===== src/rtl/dbc_pkg.sv =====
package dbc_pkg;
   localparam int unsigned ADDR_LEVEL   = 0;
   localparam int unsigned ADDR_CAP_EN  = 1;
   localparam int unsigned ADDR_NOTE_EN = 2;
   localparam int unsigned ADDR_RISE    = 3;
   localparam int unsigned ADDR_FALL    = 4;
   localparam int unsigned ADDR_IV_BASE = 32;

   function automatic int unsigned clog2_min1(input int unsigned v);
      int unsigned r;
      r = 1;
      while ((1 << r) < v) r++;
      return r;
   endfunction
endpackage


===== src/rtl/dbc_tick.sv =====
module dbc_tick #(
   parameter int unsigned TICK_CYCLES = 100000
) (
   input  logic clk,
   input  logic rst_n,
   output logic tick
);
   localparam int unsigned TW = dbc_pkg::clog2_min1(TICK_CYCLES + 1);
   localparam logic [TW-1:0] LAST = TW'(TICK_CYCLES - 1);

   generate
      if (TICK_CYCLES < 1) begin : g_bad
         $error("dbc_tick: TICK_CYCLES must be at least 1");
      end
   endgenerate

   logic [TW-1:0] phase;

   always_ff @(posedge clk or negedge rst_n) begin
      if (!rst_n)          phase <= '0;
      else if (phase == LAST) phase <= '0;
      else                 phase <= phase + 1'b1;
   end

   assign tick = (phase == LAST);

   generate
      if (TICK_CYCLES > 1) begin : g_gap
         assert_tick_gap_R1: assert property (@(posedge clk) disable iff (!rst_n)
            tick |=> !tick);
      end
   endgenerate
endmodule


===== src/rtl/dbc_sync.sv =====
module dbc_sync #(
   parameter int unsigned NCH    = 8,
   parameter int unsigned STAGES = 2
) (
   input  logic           clk,
   input  logic           rst_n,
   input  logic [NCH-1:0] d,
   output logic [NCH-1:0] q
);
   generate
      if (STAGES < 2) begin : g_bad
         $error("dbc_sync: STAGES must be at least 2");
      end
   endgenerate

   logic [NCH-1:0] chain [STAGES];

   generate
      for (genvar s = 0; s < STAGES; s++) begin : g_stage
         always_ff @(posedge clk or negedge rst_n) begin
            if (!rst_n) chain[s] <= '1;
            else if (s == 0) chain[s] <= d;
            else chain[s] <= chain[(s == 0) ? 0 : s - 1];
         end
      end
   endgenerate

   assign q = chain[STAGES-1];
endmodule


===== src/rtl/dbc_filter.sv =====
module dbc_filter #(
   parameter int unsigned CNT_W     = 8,
   parameter int unsigned DEF_TICKS = 10
) (
   input  logic             clk,
   input  logic             rst_n,
   input  logic             tick,
   input  logic             smp,
   input  logic             iv_we,
   input  logic [CNT_W-1:0] iv_wd,
   output logic [CNT_W-1:0] iv,
   output logic             lvl,
   output logic             rise,
   output logic             fall
);
   generate
      if (DEF_TICKS >= (1 << CNT_W)) begin : g_bad
         $error("dbc_filter: DEF_TICKS does not fit in CNT_W bits");
      end
   endgenerate

   logic [CNT_W-1:0] run;
   logic [CNT_W:0]   run_nx;
   logic             differ, done;

   assign run_nx = {1'b0, run} + 1'b1;
   assign differ = (smp != lvl);
   assign done   = (run_nx >= {1'b0, iv});

   always_ff @(posedge clk or negedge rst_n) begin
      if (!rst_n) iv <= CNT_W'(DEF_TICKS);
      else if (iv_we) iv <= iv_wd;
   end

   always_ff @(posedge clk or negedge rst_n) begin
      if (!rst_n) begin
         lvl <= 1'b0;
         run <= '0;
      end else if (tick) begin
         if (!differ) run <= '0;
         else if (done) begin
            lvl <= smp;
            run <= '0;
         end else run <= run_nx[CNT_W-1:0];
      end
   end

   assign rise = tick & differ & done & smp;
   assign fall = tick & differ & done & ~smp;

   assert_level_on_tick_R1: assert property (@(posedge clk) disable iff (!rst_n)
      !tick |=> $stable(lvl));
   assert_edge_matches_level_R4: assert property (@(posedge clk) disable iff (!rst_n)
      rise |=> lvl);
endmodule


===== src/rtl/dbc_capture.sv =====
module dbc_capture #(
   parameter int unsigned NCH = 8
) (
   input  logic           clk,
   input  logic           rst_n,
   input  logic [NCH-1:0] rise_ev,
   input  logic [NCH-1:0] fall_ev,
   input  logic [NCH-1:0] cap_en,
   input  logic [NCH-1:0] clr_rise,
   input  logic [NCH-1:0] clr_fall,
   output logic [NCH-1:0] rise_q,
   output logic [NCH-1:0] fall_q
);
   always_ff @(posedge clk or negedge rst_n) begin
      if (!rst_n) begin
         rise_q <= '0;
         fall_q <= '0;
      end else begin
         rise_q <= (rise_q & ~clr_rise) | (rise_ev & cap_en);
         fall_q <= (fall_q & ~clr_fall) | (fall_ev & cap_en);
      end
   end

   assert_sticky_R9: assert property (@(posedge clk) disable iff (!rst_n)
      1'b1 |=> ((rise_q & $past(rise_q & ~clr_rise)) == $past(rise_q & ~clr_rise)));
   assert_gated_capture_R8: assert property (@(posedge clk) disable iff (!rst_n)
      1'b1 |=> ((fall_q & ~$past(fall_q) & ~$past(fall_ev & cap_en)) == '0));
endmodule


===== src/rtl/dio_debounce_capture.sv =====
module dio_debounce_capture #(
   parameter int unsigned NCH         = 8,
   parameter int unsigned TICK_CYCLES = 100000,
   parameter int unsigned CNT_W       = 8,
   parameter int unsigned DEF_TICKS   = 10,
   parameter int unsigned SYNC_STAGES = 2,
   parameter int unsigned AW          = 6,
   parameter int unsigned DW          = 32
) (
   input  logic           clk,
   input  logic           rst_n,
   input  logic [NCH-1:0] pin_raw,
   input  logic           reg_we,
   input  logic [AW-1:0]  reg_addr,
   input  logic [DW-1:0]  reg_wdata,
   output logic [DW-1:0]  reg_rdata,
   output logic [NCH-1:0] level,
   output logic [NCH-1:0] notify
);
   import dbc_pkg::*;

   localparam int unsigned IV_TOP = ADDR_IV_BASE + NCH;

   generate
      if (NCH < 1 || NCH > DW) begin : g_bad_nch
         $error("dio_debounce_capture: NCH must lie in 1..DW");
      end
      if (CNT_W > DW) begin : g_bad_cnt
         $error("dio_debounce_capture: CNT_W must not exceed DW");
      end
      if ((1 << AW) < IV_TOP) begin : g_bad_aw
         $error("dio_debounce_capture: AW too narrow for the interval registers");
      end
   endgenerate

   logic           tick;
   logic [NCH-1:0] pin_s, smp, rise_ev, fall_ev, rise_q, fall_q;
   logic [NCH-1:0] cap_en, note_en, clr_rise, clr_fall;
   logic [CNT_W-1:0] iv [NCH];

   dbc_tick #(.TICK_CYCLES(TICK_CYCLES)) u_tick (.clk(clk), .rst_n(rst_n), .tick(tick));

   dbc_sync #(.NCH(NCH), .STAGES(SYNC_STAGES)) u_sync (
      .clk(clk), .rst_n(rst_n), .d(pin_raw), .q(pin_s));

   assign smp = ~pin_s;

   generate
      for (genvar c = 0; c < NCH; c++) begin : g_ch
         logic iv_we;
         assign iv_we = reg_we && (reg_addr == AW'(ADDR_IV_BASE + c));
         dbc_filter #(.CNT_W(CNT_W), .DEF_TICKS(DEF_TICKS)) u_filt (
            .clk(clk), .rst_n(rst_n), .tick(tick), .smp(smp[c]),
            .iv_we(iv_we), .iv_wd(reg_wdata[CNT_W-1:0]), .iv(iv[c]),
            .lvl(level[c]), .rise(rise_ev[c]), .fall(fall_ev[c]));
      end
   endgenerate

   always_ff @(posedge clk or negedge rst_n) begin
      if (!rst_n) begin
         cap_en  <= '0;
         note_en <= '0;
      end else if (reg_we) begin
         if (reg_addr == AW'(ADDR_CAP_EN))  cap_en  <= reg_wdata[NCH-1:0];
         if (reg_addr == AW'(ADDR_NOTE_EN)) note_en <= reg_wdata[NCH-1:0];
      end
   end

   assign clr_rise = (reg_we && reg_addr == AW'(ADDR_RISE)) ? reg_wdata[NCH-1:0] : '0;
   assign clr_fall = (reg_we && reg_addr == AW'(ADDR_FALL)) ? reg_wdata[NCH-1:0] : '0;

   dbc_capture #(.NCH(NCH)) u_cap (
      .clk(clk), .rst_n(rst_n), .rise_ev(rise_ev), .fall_ev(fall_ev),
      .cap_en(cap_en), .clr_rise(clr_rise), .clr_fall(clr_fall),
      .rise_q(rise_q), .fall_q(fall_q));

   assign notify = (rise_q | fall_q) & note_en;

   always_comb begin
      reg_rdata = '0;
      if (reg_addr == AW'(ADDR_LEVEL))        reg_rdata[NCH-1:0] = level;
      else if (reg_addr == AW'(ADDR_CAP_EN))  reg_rdata[NCH-1:0] = cap_en;
      else if (reg_addr == AW'(ADDR_NOTE_EN)) reg_rdata[NCH-1:0] = note_en;
      else if (reg_addr == AW'(ADDR_RISE))    reg_rdata[NCH-1:0] = rise_q;
      else if (reg_addr == AW'(ADDR_FALL))    reg_rdata[NCH-1:0] = fall_q;
      else begin
         for (int c = 0; c < NCH; c++)
            if (reg_addr == AW'(ADDR_IV_BASE + c)) reg_rdata[CNT_W-1:0] = iv[c];
      end
   end

   assert_notify_needs_flag_R10: assert property (@(posedge clk) disable iff (!rst_n)
      (notify & ~(rise_q | fall_q)) == '0);
   assert_reset_quiet_R12: assert property (@(posedge clk)
      $rose(rst_n) |-> (level == '0 && notify == '0));
endmodule


===== config.mk =====
export PLATFORM = sky130hd
export DESIGN_NAME = dio_debounce_capture
export DESIGN_NICKNAME = d
export VERILOG_FILES = /design/src/rtl/dbc_pkg.sv /design/src/rtl/dbc_tick.sv /design/src/rtl/dbc_sync.sv /design/src/rtl/dbc_filter.sv /design/src/rtl/dbc_capture.sv /design/src/rtl/dio_debounce_capture.sv
export SDC_FILE = /design/constraint.sdc
export NUM_CORES = 1
export LEC_CHECK = 0
export BUFFER_PORTS_ARGS = -buffer_cell sky130_fd_sc_hd__buf_2
export CAP_MARGIN = 20
export CORE_ASPECT_RATIO = 1.4
export CORE_MARGIN = 4
export CORE_UTILIZATION = 55
export DETAILED_ROUTE_END_ITERATION = 10
export MAX_ROUTING_LAYER = met4
export PLACE_DENSITY = 0.79
export SLEW_MARGIN = 20
export SYNTH_ARGS = -nofsm -noshare
export SYNTH_HDL_FRONTEND = slang
export SYNTH_SLANG_ARGS = --single-unit

===== constraint.sdc =====
create_clock -name clk -period 7.4 [get_ports clk]
set_clock_uncertainty 0.15 [all_clocks]
set_input_delay 0.37 -clock clk [delete_from_list [all_inputs] [get_ports clk]]
set_output_delay 0.37 -clock clk [all_outputs]
set_load 0.03 [all_outputs]

==> run metrics, run 1 <==
mux cell area share after synthesis around 4.8%; max-slew violation count 0; final worst setup slack 4.08 ns; Relative slew margins 26.7%; adder-cell share of the synthesized area 7.70%; crit share post-route between 40 and 50%; worst hold slack 0.0792 ns; leakage around 6 nW; Die H between 150 and 200 um; unique cell type count in the Yosys netlist 65; Mapped Area approximately 12,000 sq um; M1 WL roughly 12 mm; TritonCTS clock tree yes; Clk Latency, worst-skew pair roughly 0.5 ns; Overall Global Routing Usage 25.9%; drt initial violations 814; async set-reset flop share out of synthesis 100%; simple-gate share of the synthesized area 17.7%; CTS Sinks between 200 and 250; # fillers 1,788; Period minus WS final 3.32 ns; DR DRC count 0; RSZ-0062 raised after global routing no; compound-gate portion of the synthesized area 16.0%; Placement Setup Slack 4.12 ns; Pre-Repair DR Iteration Count 6; Post-synth EDFFs 0; Fin. Hold Viols 0; met3 WL 1.81 mm; largest family of logic cells by synthesized area simple AND/OR/NAND/NOR gates; WL final 30.3 mm; hold depth 3; cells after synthesis roughly 1,300; top sig layer met4; DR vias between 9,000 and 10,000; via-per-instance ratio slightly above 6; NumNets Final 1,449; die width ~130 um; actual slew at the worst max-slew pin 1.09 ns; critical path class in2out; FMAX 302 MHz; Non-Filler Instances 1,602; CP required 6.88 ns; first-pass GRT wire length 49.4 mm; P per Cell Area 212 nW/um^2; XOR/XNOR Fraction of Synth Area 4.72%; I/O Pins 97; grt total ovfl 0; initial antenna violation count 1; status completed; initial core utilization 56.0%; CORE AREA 21,200 sq um; post-CTS resize count 0; share of cells above drive strength 1 12.2%; cell count after placement 1,555; largest net degree at the start of global routing 85; # H-tree levels 1; CTS max path bufs 3; setup bufs post-CTS 0; hold_buf cts 9; Max-cap violations 0; Worst setup EP type primary output; DR WL/cell roughly 19 um; DRT antenna net count 0; Synth Flop Type dfrtp_1; CP Launch Type input pin; CTS root buf clkbuf_16; total CTS buffers 21; Setup TNS 0 ns; Setup-failing EPs final 0; GPL Wtd Cong between 0.9 and 1; flops & latches, synth between 200 and 250; vias in the first global route 9,538; path depth of the worst reg2reg path 9; warnings from Yosys 0; # rows 63; Hold Crit Class in2reg; met2 WL 15.0 mm; register area share after synthesis roughly 43%; Critical Path Fanout Max 44; area grow syn2layout 9.42%; CTS clock-pin slew for the worst setup and hold paths 0.06 ns; Critical Path AT 2.80 ns; DP HPWL 21.6 mm; Port Buffers 48; maximum resistive drop on vdd 156 uV; Die ar. 24,000 sq um; Post-Syn Area per Cell 9.16 sq um
-- worst max-delay path, cell delays in order --
cell and delay [ns]:
buf_2 0.71, nor2_1 0.21, and4b_1 0.38, a31oi_1 0.46, a21boi_0 0.27, o21ai_0 0.15
buf_2 0.21
-- state kept, by name (all words and copies together), names as in the netlist --
| signal | flops |
|---|---|
| g_ch.u_filt.lvl | 8 |
| u_cap.rise_q | 8 |
| g_ch.u_filt.run | 64 |
| u_tick.phase | 17 |
| u_sync.q | 8 |
| note_en | 8 |
| u_sync.chain | 8 |
| g_ch.u_filt.iv | 64 |
| cap_en | 8 |
| u_cap.fall_q | 8 |
-- Yosys cell counts, types with 10 or more instances --
cell type / instances / share of area, %
a21o_1: 10 / 0.63
mux2_2: 23 / 2.2
o31ai_1: 24 / 1.5
ha_1: 73 / 7.7
a211oi_1: 14 / 0.89
nor3_1: 10 / 0.42
xnor2_1: 42 / 3.1
o21ai_0: 165 / 7.0
nand2b_1: 24 / 1.3
inv_1: 80 / 2.5
and3_1: 12 / 0.63
or3_1: 13 / 0.69
nand2_1: 186 / 5.9
nor2b_1: 12 / 0.63
xor2_1: 22 / 1.6
a21oi_1: 25 / 1.1
dfrtp_1: 169 / 36
a22oi_1: 12 / 0.76
nor2_1: 52 / 1.6
a31oi_1: 13 / 0.69
buf_4: 33 / 2.1
dfstp_2: 32 / 7.1
clkbuf_1: 38 / 1.2
mux2i_1: 13 / 1.1
nand4_1: 19 / 1.0
nand3_1: 69 / 2.9
-- per-layer routing --
layer / vias to the layer above / global-route usage, %
met5: - / -
met2: 368 / 43.6
met3: 110 / 3.05
li1: 4576 / -
met1: 4651 / 30.9
met4: 0 / 12.5
-- cell usage in the layout (no fill, tap or decap), types with 24 or more instances in the layout --
| master | instances |
|---|---|
| o21ai_0 | 165 |
| nand3_1 | 69 |
| nand2b_1 | 24 |
| o31ai_1 | 24 |
| ha_1 | 73 |
| conb_1 | 24 |
| inv_1 | 80 |
| dfstp_2 | 32 |
| nand2_1 | 186 |
| nor2_1 | 52 |
| dfrtp_1 | 169 |
| buf_2 | 47 |
| a21oi_1 | 25 |
| xnor2_1 | 42 |
-- where the power goes --
group | total, mW | switching [mW] | internal [mW]
clock | 1.12 | 0.437 | 0.686
sequential | 1.27 | 0.0713 | 1.20
combinational | 0.362 | 0.239 | 0.123
-- path summary, 6_finish.rpt --
check | startpoint | slack (ns) | end
setup / recovery | reg_addr[0] | 4.08 | reg_rdata[5]
hold / removal | reg_wdata[1] | 0.08 | g_ch[2].u_filt.iv[1]$_DFFE_PN1P_
setup reg to reg | g_ch[6].u_filt.run[0]$_DFFE_PN0N_ | 4.11 | g_ch[6].u_filt.run[0]$_DFFE_PN0N_
hold reg to reg | u_sync.chain[11]$_DFF_PN1_ | 0.21 | u_sync.q[3]$_DFF_PN1_
max in group asynchronous | rst_n | 5.41 | g_ch[2].u_filt.iv[0]$_DFFE_PN0P_
min in group asynchronous | rst_n | 0.32 | g_ch[1].u_filt.lvl$_DFFE_PN0P_
-- through the flow --
step / total power, mW / instance area, sq um / util [%]
floorplan: 1.51 / 12000 / -
detailed placement: 1.64 / 12200 / 57.4
global placement: 1.63 / 12200 / 57.4
finish: 2.76 / 13000 / 61.2
global route: 2.87 / 13000 / 61.2
CTS: 2.77 / 13000 / 61.2
-- cell families (layout without fill, tap and decap cells) --
logic type                 Yosys count  count (layout)
other                                1              25
xor gates and xnor gates            64              64
adders and majority gates           73              73
muxes                               44              44
and+or+nand+nor                    435             435
AOI/OAI and AO/OA                  316             316
buffers and inverters              162             184
DFF                                201             201
-- cell type report --
cell class,instances,area [sq um],area share (%)
sequential,201,5070,39.0
multi-input combinational,956,6150,47.3
antenna,1,2.50,0.0193
timing repair buffer,67,414,3.19
tap,260,325,2.51
clock buffer,32,627,4.83
clock inverter,5,100,0.771
inverter,80,300,2.31
Note: power is estimated with default switching activity, not from simulation.
==> run 2, diff against run 1 <==
- clock period: 7.4 -> 3.2 ns (I/O delays scaled with it)
==> run metrics, run 2 (synthesized netlist as in run 1, its figures left out) <==
status completed; FMAX around 340 MHz; GPL Wtd Cong ~0.97; Die H about 180 um; CP cell instances and3_1 > nand3_1 > xnor2_1 > ha_1 > a211oi_1 > a21o_1 > o311ai_0 > buf_4 > or4_1 > a21bo_1; Worst setup startpoint g_ch[1].u_filt.run[2]$_DFFE_PN0N_; Port Buffers between 40 and 50; Critical Path Fanout Max 6; Critical Path AT 3.27 ns; I/O Pins 97; Overall Global Routing Usage 26.5%; DP HPWL roughly 22 mm; slowest stage delay, CP 0.48 ns; Tot Pwr 6.53 mW; max-slew violation count 0; initial core utilization 56.0%; P per Cell Area 492 nW/um^2; Relative slew margins between 30% and 40%; Placement Setup Slack 0.270 ns; crit share post-route 92.3%; maximum resistive drop on vdd 360 uV; # fillers 1,685; area grow syn2layout 11.9%; Non-Filler Instances roughly 1,600; setup bufs post-CTS 0; WL final about 30 mm; leakage 6.07 nW; CTS max path bufs 3; CTS Sinks 201; M3 GR Usage 3.33%; Layout Utilization a little over three fifths; TritonCTS clock tree yes; DR WL/cell 18.9 um; # rows 63; met2 usage between 40 and 50%; die width 132 um; cell count after placement 1,572; DR vias 9,910; DRT antenna net count 0; critical path class reg2reg; first-pass GRT wire length around 51 mm; Hold Crit Class in2async; most frequent cells in the layout nand2_1, dfrtp_1, o21ai_0, inv_1, ha_1; initial antenna violation count 1; final worst setup slack 0.245 ns; Fin. Hold Viols 0; CTS clock-pin slew for the worst setup and hold paths 0.07 ns; actual slew at the worst max-slew pin 0.963 ns; CTS root buf clkbuf_16; CORE AREA roughly 21,000 sq um; Worst setup EP type register; via-per-instance ratio about 6.1; CP Launch Type register; Die ar. 24,000 sq um; grt total ovfl 0; biggest registers after layout g_ch.u_filt.iv: 64 flops, g_ch.u_filt.run: 64 flops, u_tick.phase: 17 flops; RSZ-0062 raised after global routing no; Pre-Repair DR Iteration Count 7; commonest non-fill, non-tap cell in the layout nand2_1; Setup-failing EPs final 0; DR DRC count 0; CP required 3.51 ns; Most Used Layer, Global Route met2; Global Route met1 Usage 30.7%; # H-tree levels 1; total CTS buffers 22; Setup TNS 0 ns; R2R Path Start g_ch[1].u_filt.run[2]$_DFFE_PN0N_; CP top delay family simple AND/OR/NAND/NOR gates; Buf+Inv Stages, Crit Path 1; slowest cell on the critical path or4_1; Max-cap violations 0; largest net degree at the start of global routing 79; share of cells above drive strength 1 13.4%; vias in the first global route 9,914; NumNets Final 1,475; Period minus WS final 2.95 ns; Clk Latency, worst-skew pair roughly 0.52 ns; drt initial violations 880
-- run 2: cell count changes in the layout (fill, tap and decap cells not counted), moves of 2 or more --
cell           before  now
dlygate4sd3_1       9   17
buf_12              0    3
buf_4              10   24
clkinvlp_4          0    2
clkbuf_16          21   23
clkbuf_8            7    5
-- run 2: per-stage QoR --
| stage | area [sq um] | hold WS (ns) |
|---|---|---|
| floorplan | 12000 | -0.286 |
| global placement | 12300 | 0.0880 |
| detailed placement | 12300 | 0.0871 |
| CTS | 13300 | 0.100 |
| global route | 13300 | 0.134 |
| finish | 13300 | 0.0945 |
-- run 2: worst reg2reg max path, delay by kind of cell (launching register included) --
family / cells / cell delay, ns
AOI/OAI and AO/OA: 4 / 0.73
xor gates and xnor gates: 1 / 0.20
DFF: 1 / 0.44
and+or+nand+nor: 3 / 0.88
adders and majority gates: 1 / 0.29
buffers and inverters: 1 / 0.20
-- run 2: layer usage --
metal	share of wire [%]	wire, um
met1	38	11700
met2	49	15200
met3	6.5	2010
met4	6.2	1910
met5	0	0
-- run 2: cell type report --
| type | instances | area (sq um) | share of cell area (%) |
|---|---|---|---|
| Tap cell | 260 | 325 | 2.45 |
| Clock inverter | 8 | 124 | 0.933 |
| Sequential cell | 201 | 5070 | 38.2 |
| Antenna cell | 1 | 2.50 | 0.0188 |
| Timing Repair Buffer | 92 | 659 | 4.96 |
| Inverter | 80 | 300 | 2.26 |
| Multi-Input combinational cell | 956 | 6150 | 46.3 |
| Clock buffer | 32 | 649 | 4.89 |
-- run 2: timing repair --
action | in CTS | in global routing
resized for setup | 0 | 1
endpoints found under the hold margin | 145 | 0
hold buffers | 17 | 0
endpoints found under the setup margin | 0 | 1
-- run 2: where the power goes --
group          internal (mW)  switching (mW)  total, mW  leakage [nW]
registers               2.78           0.171       2.95          2.50
logic                  0.311           0.559      0.870          3.19
clock network           1.65            1.06       2.71         0.373
total                   4.74            1.79       6.53          6.07
-- run 2: final timing paths --
| path | endpoint | slack (ns) | cells past startpoint |
|---|---|---|---|
| setup / recovery | g_ch[1].u_filt.run[2]$_DFFE_PN0N_ | 0.25 | 10 |
| hold / removal | g_ch[1].u_filt.run[6]$_DFFE_PN0N_ | 0.09 | 2 |
| setup reg to reg | g_ch[1].u_filt.run[2]$_DFFE_PN0N_ | 0.25 | 10 |
| hold reg to reg | u_sync.q[5]$_DFF_PN1_ | 0.20 | 0 |
| max in group asynchronous | g_ch[6].u_filt.iv[1]$_DFFE_PN1P_ | 1.97 | 3 |
| min in group clk | cap_en[0]$_DFFE_PN0P_ | 0.13 | 4 |
